`src/rtl/mblk_pkg.sv`:
```
package mblk_pkg;
    localparam int ST_N = 8;

    typedef enum logic [ST_N-1:0] {
        ST_IDLE      = 8'h01,
        ST_WAIT_RESP = 8'h02,
        ST_WAIT_EN   = 8'h04,
        ST_XFER      = 8'h08,
        ST_HALT_FIFO = 8'h10,
        ST_HALT_BLK  = 8'h20,
        ST_ABORT     = 8'h40,
        ST_DONE      = 8'h80
    } seq_state_e;

    localparam int B_DE   = 0;
    localparam int B_CONT = 1;
    localparam int B_OFF  = 2;
    localparam int B_AUTO = 3;
    localparam int N_CTL  = 4;

    localparam logic [1:0] HALT_NONE  = 2'd0;
    localparam logic [1:0] HALT_FIFO  = 2'd1;
    localparam logic [1:0] HALT_BLOCK = 2'd2;
endpackage

```
`src/rtl/mblk_ctl_regs.sv`:
```
module mblk_ctl_regs
    import mblk_pkg::*;
#(
    parameter int CTL_W = 8
) (
    input  logic             clk,
    input  logic             rst_n,
    input  logic             ctl_wr,
    input  logic [CTL_W-1:0] ctl_wdata,
    input  logic             de_win,
    input  logic             cont_win,
    input  logic             de_take,
    input  logic             cont_take,
    input  logic             flush,
    output logic             de_q,
    output logic             cont_q,
    output logic             auto_q,
    output logic [CTL_W-1:0] ctl_rdata
);
    typedef struct packed {
        logic de;
        logic cont;
        logic auto_m;
    } ctl_t;

    ctl_t r_q, r_d;

    always_comb begin
        r_d = r_q;
        if (de_take || flush)
            r_d.de = 1'b0;
        else if (ctl_wr && ctl_wdata[B_DE] && de_win)
            r_d.de = 1'b1;
        if (cont_take || flush)
            r_d.cont = 1'b0;
        else if (ctl_wr && ctl_wdata[B_CONT] && cont_win)
            r_d.cont = 1'b1;
        if (ctl_wr)
            r_d.auto_m = ctl_wdata[B_AUTO];
    end

    always_ff @(posedge clk or negedge rst_n) begin
        if (!rst_n) r_q <= '0;
        else        r_q <= r_d;
    end

    assign de_q   = r_q.de;
    assign cont_q = r_q.cont;
    assign auto_q = r_q.auto_m;

    always_comb begin
        ctl_rdata         = '0;
        ctl_rdata[B_DE]   = r_q.de;
        ctl_rdata[B_CONT] = r_q.cont;
        ctl_rdata[B_AUTO] = r_q.auto_m;
    end

    // data-enable outside its windows leaves no trace
    p_de_ignored_r8: assert property (@(posedge clk) disable iff (!rst_n)
        (ctl_wr && ctl_wdata[B_DE] && !de_win && !de_q) |=> !de_q);
    // a taken data-enable clears itself
    p_de_selfclr_r7: assert property (@(posedge clk) disable iff (!rst_n)
        de_take |=> !de_q);
    // abort drops all pending requests
    p_flush_r9: assert property (@(posedge clk) disable iff (!rst_n)
        flush |=> (!de_q && !cont_q));
endmodule

```
`src/rtl/mblk_blk_cnt.sv`:
```
module mblk_blk_cnt #(
    parameter int CNT_W = 8
) (
    input  logic             clk,
    input  logic             rst_n,
    input  logic             load,
    input  logic [CNT_W-1:0] load_val,
    input  logic             dec,
    input  logic             clr,
    output logic [CNT_W-1:0] cnt_q,
    output logic             last
);
    localparam logic [CNT_W-1:0] ONE = CNT_W'(1);

    logic [CNT_W-1:0] cnt_d;

    always_comb begin
        cnt_d = cnt_q;
        if (clr)       cnt_d = '0;
        else if (load) cnt_d = load_val;
        else if (dec)  cnt_d = cnt_q - ONE;
    end

    always_ff @(posedge clk or negedge rst_n) begin
        if (!rst_n) cnt_q <= '0;
        else        cnt_q <= cnt_d;
    end

    assign last = (cnt_q == ONE);

    // never counts below zero
    p_no_underflow_r6: assert property (@(posedge clk) disable iff (!rst_n)
        dec |-> (cnt_q != '0));
    // start loads the requested count
    p_load_r1: assert property (@(posedge clk) disable iff (!rst_n)
        (load && !clr) |=> (cnt_q == $past(load_val)));
endmodule

```
`src/rtl/mblk_fsm.sv`:
```
module mblk_fsm
    import mblk_pkg::*;
(
    input  logic       clk,
    input  logic       rst_n,
    input  logic       start,
    input  logic       start_wr,
    input  logic       start_nz,
    input  logic       resp_rcvd,
    input  logic       fifo_full,
    input  logic       fifo_empty,
    input  logic       blk_done,
    input  logic       abort_req,
    input  logic       de_q,
    input  logic       cont_q,
    input  logic       auto_q,
    input  logic       cnt_last,
    output seq_state_e state_q,
    output logic       dir_q,
    output logic       de_win,
    output logic       cont_win,
    output logic       de_take,
    output logic       cont_take,
    output logic       flush,
    output logic       cnt_load,
    output logic       cnt_dec
);
    typedef struct packed {
        seq_state_e st;
        logic       dir;
    } fsm_t;

    fsm_t r_q, r_d;
    logic busy;
    logic abort;

    always_comb begin
        r_d       = r_q;
        de_take   = 1'b0;
        cont_take = 1'b0;
        cnt_load  = 1'b0;
        cnt_dec   = 1'b0;
        busy      = (r_q.st == ST_WAIT_RESP) || (r_q.st == ST_WAIT_EN) ||
                    (r_q.st == ST_XFER) || (r_q.st == ST_HALT_FIFO) ||
                    (r_q.st == ST_HALT_BLK);
        abort     = abort_req && busy;
        de_win    = (r_q.st == ST_WAIT_EN) || (r_q.st == ST_HALT_BLK) ||
                    ((r_q.st == ST_HALT_FIFO) && r_q.dir);
        cont_win  = (r_q.st == ST_HALT_BLK) ||
                    ((r_q.st == ST_HALT_FIFO) && !r_q.dir);
        if (abort) begin
            r_d.st = ST_ABORT;
        end else begin
            unique case (r_q.st)
                ST_IDLE: begin
                    if (start && start_nz) begin
                        r_d.st   = ST_WAIT_RESP;
                        r_d.dir  = start_wr;
                        cnt_load = 1'b1;
                    end
                end
                ST_WAIT_RESP: begin
                    if (resp_rcvd) r_d.st = r_q.dir ? ST_WAIT_EN : ST_XFER;
                end
                ST_WAIT_EN: begin
                    if (de_q) begin
                        r_d.st  = ST_XFER;
                        de_take = 1'b1;
                    end
                end
                ST_XFER: begin
                    if (blk_done) begin
                        cnt_dec = 1'b1;
                        if (cnt_last)    r_d.st = ST_DONE;
                        else if (!auto_q) r_d.st = ST_HALT_BLK;
                    end else if ((r_q.dir && fifo_empty) || (!r_q.dir && fifo_full)) begin
                        r_d.st = ST_HALT_FIFO;
                    end
                end
                ST_HALT_FIFO: begin
                    if (r_q.dir && de_q) begin
                        r_d.st  = ST_XFER;
                        de_take = 1'b1;
                    end else if (!r_q.dir && cont_q) begin
                        r_d.st    = ST_XFER;
                        cont_take = 1'b1;
                    end
                end
                ST_HALT_BLK: begin
                    if (de_q && cont_q) begin
                        r_d.st    = ST_XFER;
                        de_take   = 1'b1;
                        cont_take = 1'b1;
                    end
                end
                ST_ABORT: r_d.st = ST_IDLE;
                ST_DONE:  r_d.st = ST_IDLE;
                default:  r_d.st = ST_IDLE;
            endcase
        end
    end

    always_ff @(posedge clk or negedge rst_n) begin
        if (!rst_n) begin
            r_q.st  <= ST_IDLE;
            r_q.dir <= 1'b0;
        end else begin
            r_q <= r_d;
        end
    end

    assign state_q = r_q.st;
    assign dir_q   = r_q.dir;
    assign flush   = abort;

    // exactly one state bit
    p_onehot_r11: assert property (@(posedge clk) disable iff (!rst_n)
        $onehot(r_q.st));
    // abort lasts one cycle
    p_abort_exit_r9: assert property (@(posedge clk) disable iff (!rst_n)
        (r_q.st == ST_ABORT) |=> (r_q.st == ST_IDLE));
    // auto mode passes block breaks
    p_auto_no_halt_r5: assert property (@(posedge clk) disable iff (!rst_n)
        ((r_q.st == ST_XFER) && blk_done && auto_q && !cnt_last && !abort_req)
        |=> (r_q.st == ST_XFER));
    // write halts on an empty FIFO
    p_fifo_halt_r3: assert property (@(posedge clk) disable iff (!rst_n)
        ((r_q.st == ST_XFER) && !abort_req && !blk_done && r_q.dir && fifo_empty)
        |=> (r_q.st == ST_HALT_FIFO));
    // no write data before data-enable
    p_write_gate_r2: assert property (@(posedge clk) disable iff (!rst_n)
        ((r_q.st == ST_WAIT_EN) && !de_q && !abort_req) |=> (r_q.st == ST_WAIT_EN));
    // completion lasts one cycle
    p_done_once_r6: assert property (@(posedge clk) disable iff (!rst_n)
        (r_q.st == ST_DONE) |=> (r_q.st == ST_IDLE));
endmodule

```
`src/rtl/mblk_seq.sv`:
```
module mblk_seq
    import mblk_pkg::*;
#(
    parameter int CTL_W = 8,
    parameter int CNT_W = 8
) (
    input  logic             clk,
    input  logic             rst_n,
    input  logic             ctl_wr,
    input  logic [CTL_W-1:0] ctl_wdata,
    output logic [CTL_W-1:0] ctl_rdata,
    input  logic             xfer_start,
    input  logic             xfer_is_write,
    input  logic [CNT_W-1:0] xfer_blocks,
    input  logic             resp_rcvd,
    input  logic             fifo_full,
    input  logic             fifo_empty,
    input  logic             blk_done,
    output logic             xfer_en,
    output logic [1:0]       halt_code,
    output logic [ST_N-1:0]  seq_state,
    output logic             seq_done,
    output logic [CNT_W-1:0] blocks_left
);
    seq_state_e st;
    logic dir, de_win, cont_win, de_take, cont_take, flush;
    logic cnt_load, cnt_dec, cnt_last;
    logic de_q, cont_q, auto_q;

    mblk_ctl_regs #(.CTL_W(CTL_W)) u_regs (
        .clk(clk), .rst_n(rst_n), .ctl_wr(ctl_wr), .ctl_wdata(ctl_wdata),
        .de_win(de_win), .cont_win(cont_win), .de_take(de_take),
        .cont_take(cont_take), .flush(flush), .de_q(de_q), .cont_q(cont_q),
        .auto_q(auto_q), .ctl_rdata(ctl_rdata)
    );

    mblk_blk_cnt #(.CNT_W(CNT_W)) u_cnt (
        .clk(clk), .rst_n(rst_n), .load(cnt_load), .load_val(xfer_blocks),
        .dec(cnt_dec), .clr(flush), .cnt_q(blocks_left), .last(cnt_last)
    );

    mblk_fsm u_fsm (
        .clk(clk), .rst_n(rst_n), .start(xfer_start), .start_wr(xfer_is_write),
        .start_nz(|xfer_blocks), .resp_rcvd(resp_rcvd), .fifo_full(fifo_full),
        .fifo_empty(fifo_empty), .blk_done(blk_done),
        .abort_req(ctl_wr && ctl_wdata[B_OFF]), .de_q(de_q), .cont_q(cont_q),
        .auto_q(auto_q), .cnt_last(cnt_last), .state_q(st), .dir_q(dir),
        .de_win(de_win), .cont_win(cont_win), .de_take(de_take),
        .cont_take(cont_take), .flush(flush), .cnt_load(cnt_load), .cnt_dec(cnt_dec)
    );

    assign seq_state = st;
    assign xfer_en   = (st == ST_XFER);
    assign seq_done  = (st == ST_DONE);
    assign halt_code = (st == ST_HALT_FIFO) ? HALT_FIFO :
                       (st == ST_HALT_BLK)  ? HALT_BLOCK : HALT_NONE;

    // a block halt is left only with both resume bits pending
    p_blk_resume_r4: assert property (@(posedge clk) disable iff (!rst_n)
        ((st == ST_HALT_BLK) && !(de_q && cont_q) && !(ctl_wr && ctl_wdata[B_OFF]))
        |=> (st == ST_HALT_BLK));
    // the FIFO halt shows its reason and stops the engine
    p_fifo_code_r3: assert property (@(posedge clk) disable iff (!rst_n)
        (st == ST_HALT_FIFO) |-> (halt_code == HALT_FIFO && !xfer_en));
    // reserved and command-off bits read zero
    p_rsvd_zero_r10: assert property (@(posedge clk) disable iff (!rst_n)
        (ctl_rdata[CTL_W-1:N_CTL] == '0) && !ctl_rdata[B_OFF]);
    // Direction only matters while a transfer is in progress
    p_dir_stable: assert property (@(posedge clk) disable iff (!rst_n)
        ((st != ST_IDLE) && (st != ST_ABORT) && (st != ST_DONE)) |=> (dir == $past(dir)) || (st == ST_IDLE));
endmodule

```
`config.mk`:
```
export PLATFORM = sky130hd
export DESIGN_NAME = mblk_seq
export DESIGN_NICKNAME = d
export VERILOG_FILES = /design/src/rtl/mblk_pkg.sv /design/src/rtl/mblk_ctl_regs.sv /design/src/rtl/mblk_blk_cnt.sv /design/src/rtl/mblk_fsm.sv /design/src/rtl/mblk_seq.sv
export SDC_FILE = /design/constraint.sdc
export NUM_CORES = 1
export LEC_CHECK = 0
export BUFFER_PORTS_ARGS = -buffer_cell sky130_fd_sc_hd__buf_2
export CAP_MARGIN = 0
export CORE_MARGIN = 2
export CORE_UTILIZATION = 35
export DETAILED_ROUTE_END_ITERATION = 16
export PLACE_DENSITY = 0.72
export SKIP_CTS_REPAIR_TIMING = 1
export SYNTH_ARGS = -nofsm -noshare
export SYNTH_HDL_FRONTEND = slang
export SYNTH_SLANG_ARGS = --single-unit
```
`constraint.sdc`:
```
create_clock -name clk -period 2.1 [get_ports clk]
set_input_delay 0.21 -clock clk [delete_from_list [all_inputs] [get_ports clk]]
set_output_delay 0.21 -clock clk [all_outputs]
set_load 0.02 [all_outputs]
```
==> impl_metrics.csv <==
group,metric,value,unit
clocking,clk_path_buf_depth,2,
power,leakagePower,0.906,nW
cells_and_area,finalNetCount,249,
clocking,h-tree-depth,1,
power,comb_power_share,50.2,%
timing,tns,-0.0168,ns
die,io_pins,53,
clocking,clkSlewWorstSetupHoldPaths,0.08,ns
logic_synthesis,synth-async-reset-ratio,100,%
power,seq_power_share,31.9,%
die,die_y,67.8,µm
die,std_cell_rows,23,
routing,drtAntennaViolNets,0,
logic_synthesis,synth_area,0.00143,mm²
clocking,clkLatencyLatePin,0.26,ns
routing,vias,1390,
logic_synthesis,syn-instance-count,162,
logic_synthesis,synth_ff_type,"dfrtp_1",
routing,drt_pass1_iterations,4,
global_routing,grt_max_degree,21,
cells_and_area,drive_gt1_share,38.0,%
timing,fin_crit_sh,101,%
timing,fin_ws,-0.0168,ns
placement,dpl.hpwl,2.86,mm
critical_path,crit_fanout,2,
global_routing,grt_pass1_wl,5.74,mm
global_routing,grt_overflow,0,
routing,drc,0,
logic_synthesis,yosys.area.top_type_share,33.4,%
logic_synthesis,synth-seq-area-share,35.2,%
routing,wl_per_cell,14.0,µm
placement,dpl_worst_slack,-0.0271,ns
routing,via_per_inst,5.13,
power,switching_power,0.934,mW
die,die_x,67.8,µm
timing,fmax,472,MHz
timing,slew_viol_final,0,
critical_path,worstSetupEndpointType,"flop",
die,core-area,0.00397,mm²
clocking,root_buffer,"clkbuf_8",
timing,hold_viol_final,0,
routing,drt_iter0_markers,68,
logic_synthesis,synth.ff_latch_count,20,
logic_synthesis,yosys-top-cells-area,"dfrtp_1 (33%), a211oi_1 (5.3%), nor2_1 (4.7%), buf_4 (4.2%), xnor2_1 (3.1%)",
outcome,outcome,"complete, but fails checks",
logic_synthesis,synth_largest_area_cell,"dfrtp_1",
placement,io_buffers,43,
clocking,clkSinkCount,20,
power,cellPowerDensity,1150,mW/mm²
logic_synthesis,synth_edf_count,0,
routing,drt_wl_total,3.78,mm
power,peakVddDrop,619,µV
logic_synthesis,synthDistinctLibCells,48,
timing,rsz0062_at_grt,"yes",
logic_synthesis,synth_common_cells,"dfrtp_1 (19), nor2_1 (18), a211oi_1 (10), buf_4 (8), inv_1 (7)",
critical_path,crit_type,"flop to flop",
global_routing,grt_pass1_vias,1210,
timing,setup_viol,1,
clocking,cts_tree,"yes",
run,drv_cap,0,
critical_path,cp.arrival,2.27,ns
logic_synthesis,ys_warn_count,0,
die,fp.dieArea,0.00460,mm²
cells_and_area,syn_to_final_growth,35.6,%
critical_path,cp_data_required_time,2.25,ns
timing,fin_crit,2.12,ns
die,start_util,35.9,%
cells_and_area,num_antenna_cells,0,
global_routing,antenna_found_initial,0,
global_routing,grt_use_total,16.6,%
logic_synthesis,yosysMostFrequentCell,"dfrtp_1",
timing,skew,0.00179,ns
worst_hold_path,hold_path.class,"primary input to flop",
critical_path,start_kind,"flop",
power,sw_frac_of_total,42.1,%
power,pwr-share-clk,17.8,%
clocking,cts_buffers,3,
power,p_int,1.28,mW
outcome,violations,"negative setup slack",
logic_synthesis,postSynthAreaPerCell,8.80,µm²
placement,gp_congestion,0.880,
## power by group through the flow
stage	Clock [mW]	Sequential [mW]	Combinational, mW
3_3_place_gp	0	0.697	1.08
3_5_place_dp	0	0.702	1.09
4_1_cts	0.391	0.694	1.10
6_report	0.396	0.708	1.11
5_1_grt	0.402	0.734	1.22
2_1_floorplan	0	0.795	0.595
## registers in the layout, summed over array words and instances, names as in the netlist
name	cells
u_cnt.cnt_q	8
u_fsm.dir_q	1
u_regs.de_q	1
u_regs.auto_q	1
u_regs.cont_q	1
u_fsm.state_q	8
## critical path, stage by stage (launching register included)
cell     delay [ns]
dfrtp_2        0.41
or4_4          0.51
or3_4          0.34
o211a_1        0.22
a22o_1         0.23
mux2_4         0.30
## placed cells by master, fill, tap and decap left out, types with 2 or more instances in the layout
master,count
buf_2,43
buf_4,24
nor2_1,18
dfrtp_1,18
a211oi_1,10
inv_1,7
a21oi_1,6
nand2_1,6
and2_1,5
o21ai_0,5
xnor2_1,5
conb_1,5
nor4_2,4
nand4b_1,4
nand3_1,4
xor2_1,4
nand4_1,3
clkbuf_8,3
nor4b_1,2
and4b_1,2
or4_1,2
nor2b_1,2
o2111ai_1,2
nor3_1,2
mux2i_1,2
a31oi_1,2
nand3b_1,2
nand2b_1,2
ha_1,2
## cells by family (layout without fill, tap and decap cells)
family                     after synthesis  after routing  share of synthesized area [%]
and+or+nand+nor                         67             67                           28.5
AOI/OAI and AO/OA                       34             34                           16.5
DFF                                     20             20                           35.2
xor gates and xnor gates                 9              9                           5.53
buffers and inverters                   25             80                           8.96
adders and majority gates                2              2                           1.76
other                                    1              5                          0.263
muxes                                    4              4                           3.25
## layer usage
metal  GRT usage [%]  part of all wire, %  wire length [µm]
met5               0                    0                 0
met4            4.00                  1.0                39
met2            25.2                   48              1810
met1            24.8                   47              1760
met3            2.30                  4.5               170
## final cells by class
type / count / area (µm²)
clock buffers: 3 / 41.3
clock inverters: 1 / 30.0
fillers: 399 / 2040
inverters: 7 / 26.3
multi-input cells: 121 / 843
flip-flops and latches: 20 / 503
well taps: 50 / 62.6
repair buffers: 69 / 425
## per-stage QoR
step | instance area [µm²] | std cells | power [mW] | hold slack [ns] | util (%)
after global routing | 1930 | 271 | 2.36 | 0.156 | 48.6
final | 1930 | 271 | 2.22 | 0.140 | 48.6
after CTS | 1900 | 270 | 2.19 | -0.0893 | 47.8
after global placement | 1830 | 266 | 1.78 | 0.182 | 46.0
after floorplan | 1450 | 166 | 1.39 | -0.0856 | -
after detailed placement | 1830 | 266 | 1.79 | 0.190 | 46.0
## path summary, 6_finish.rpt
check | depth (start not counted) | from | endpoint | slack (ns)
setup / recovery | 5 | u_fsm.state_q[1] | u_fsm.state_q[3] | -0.02
hold / removal | 3 | xfer_is_write | u_fsm.dir_q | 0.14
setup reg to reg | 5 | u_fsm.state_q[1] | u_fsm.state_q[3] | -0.02
hold reg to reg | 1 | u_regs.auto_q | u_regs.auto_q | 0.55
max in group asynchronous | 2 | rst_n | u_fsm.state_q[0] | 1.34
min in group asynchronous | 2 | rst_n | u_fsm.state_q[3] | 0.42
Note: power is estimated with default switching activity, not from simulation.
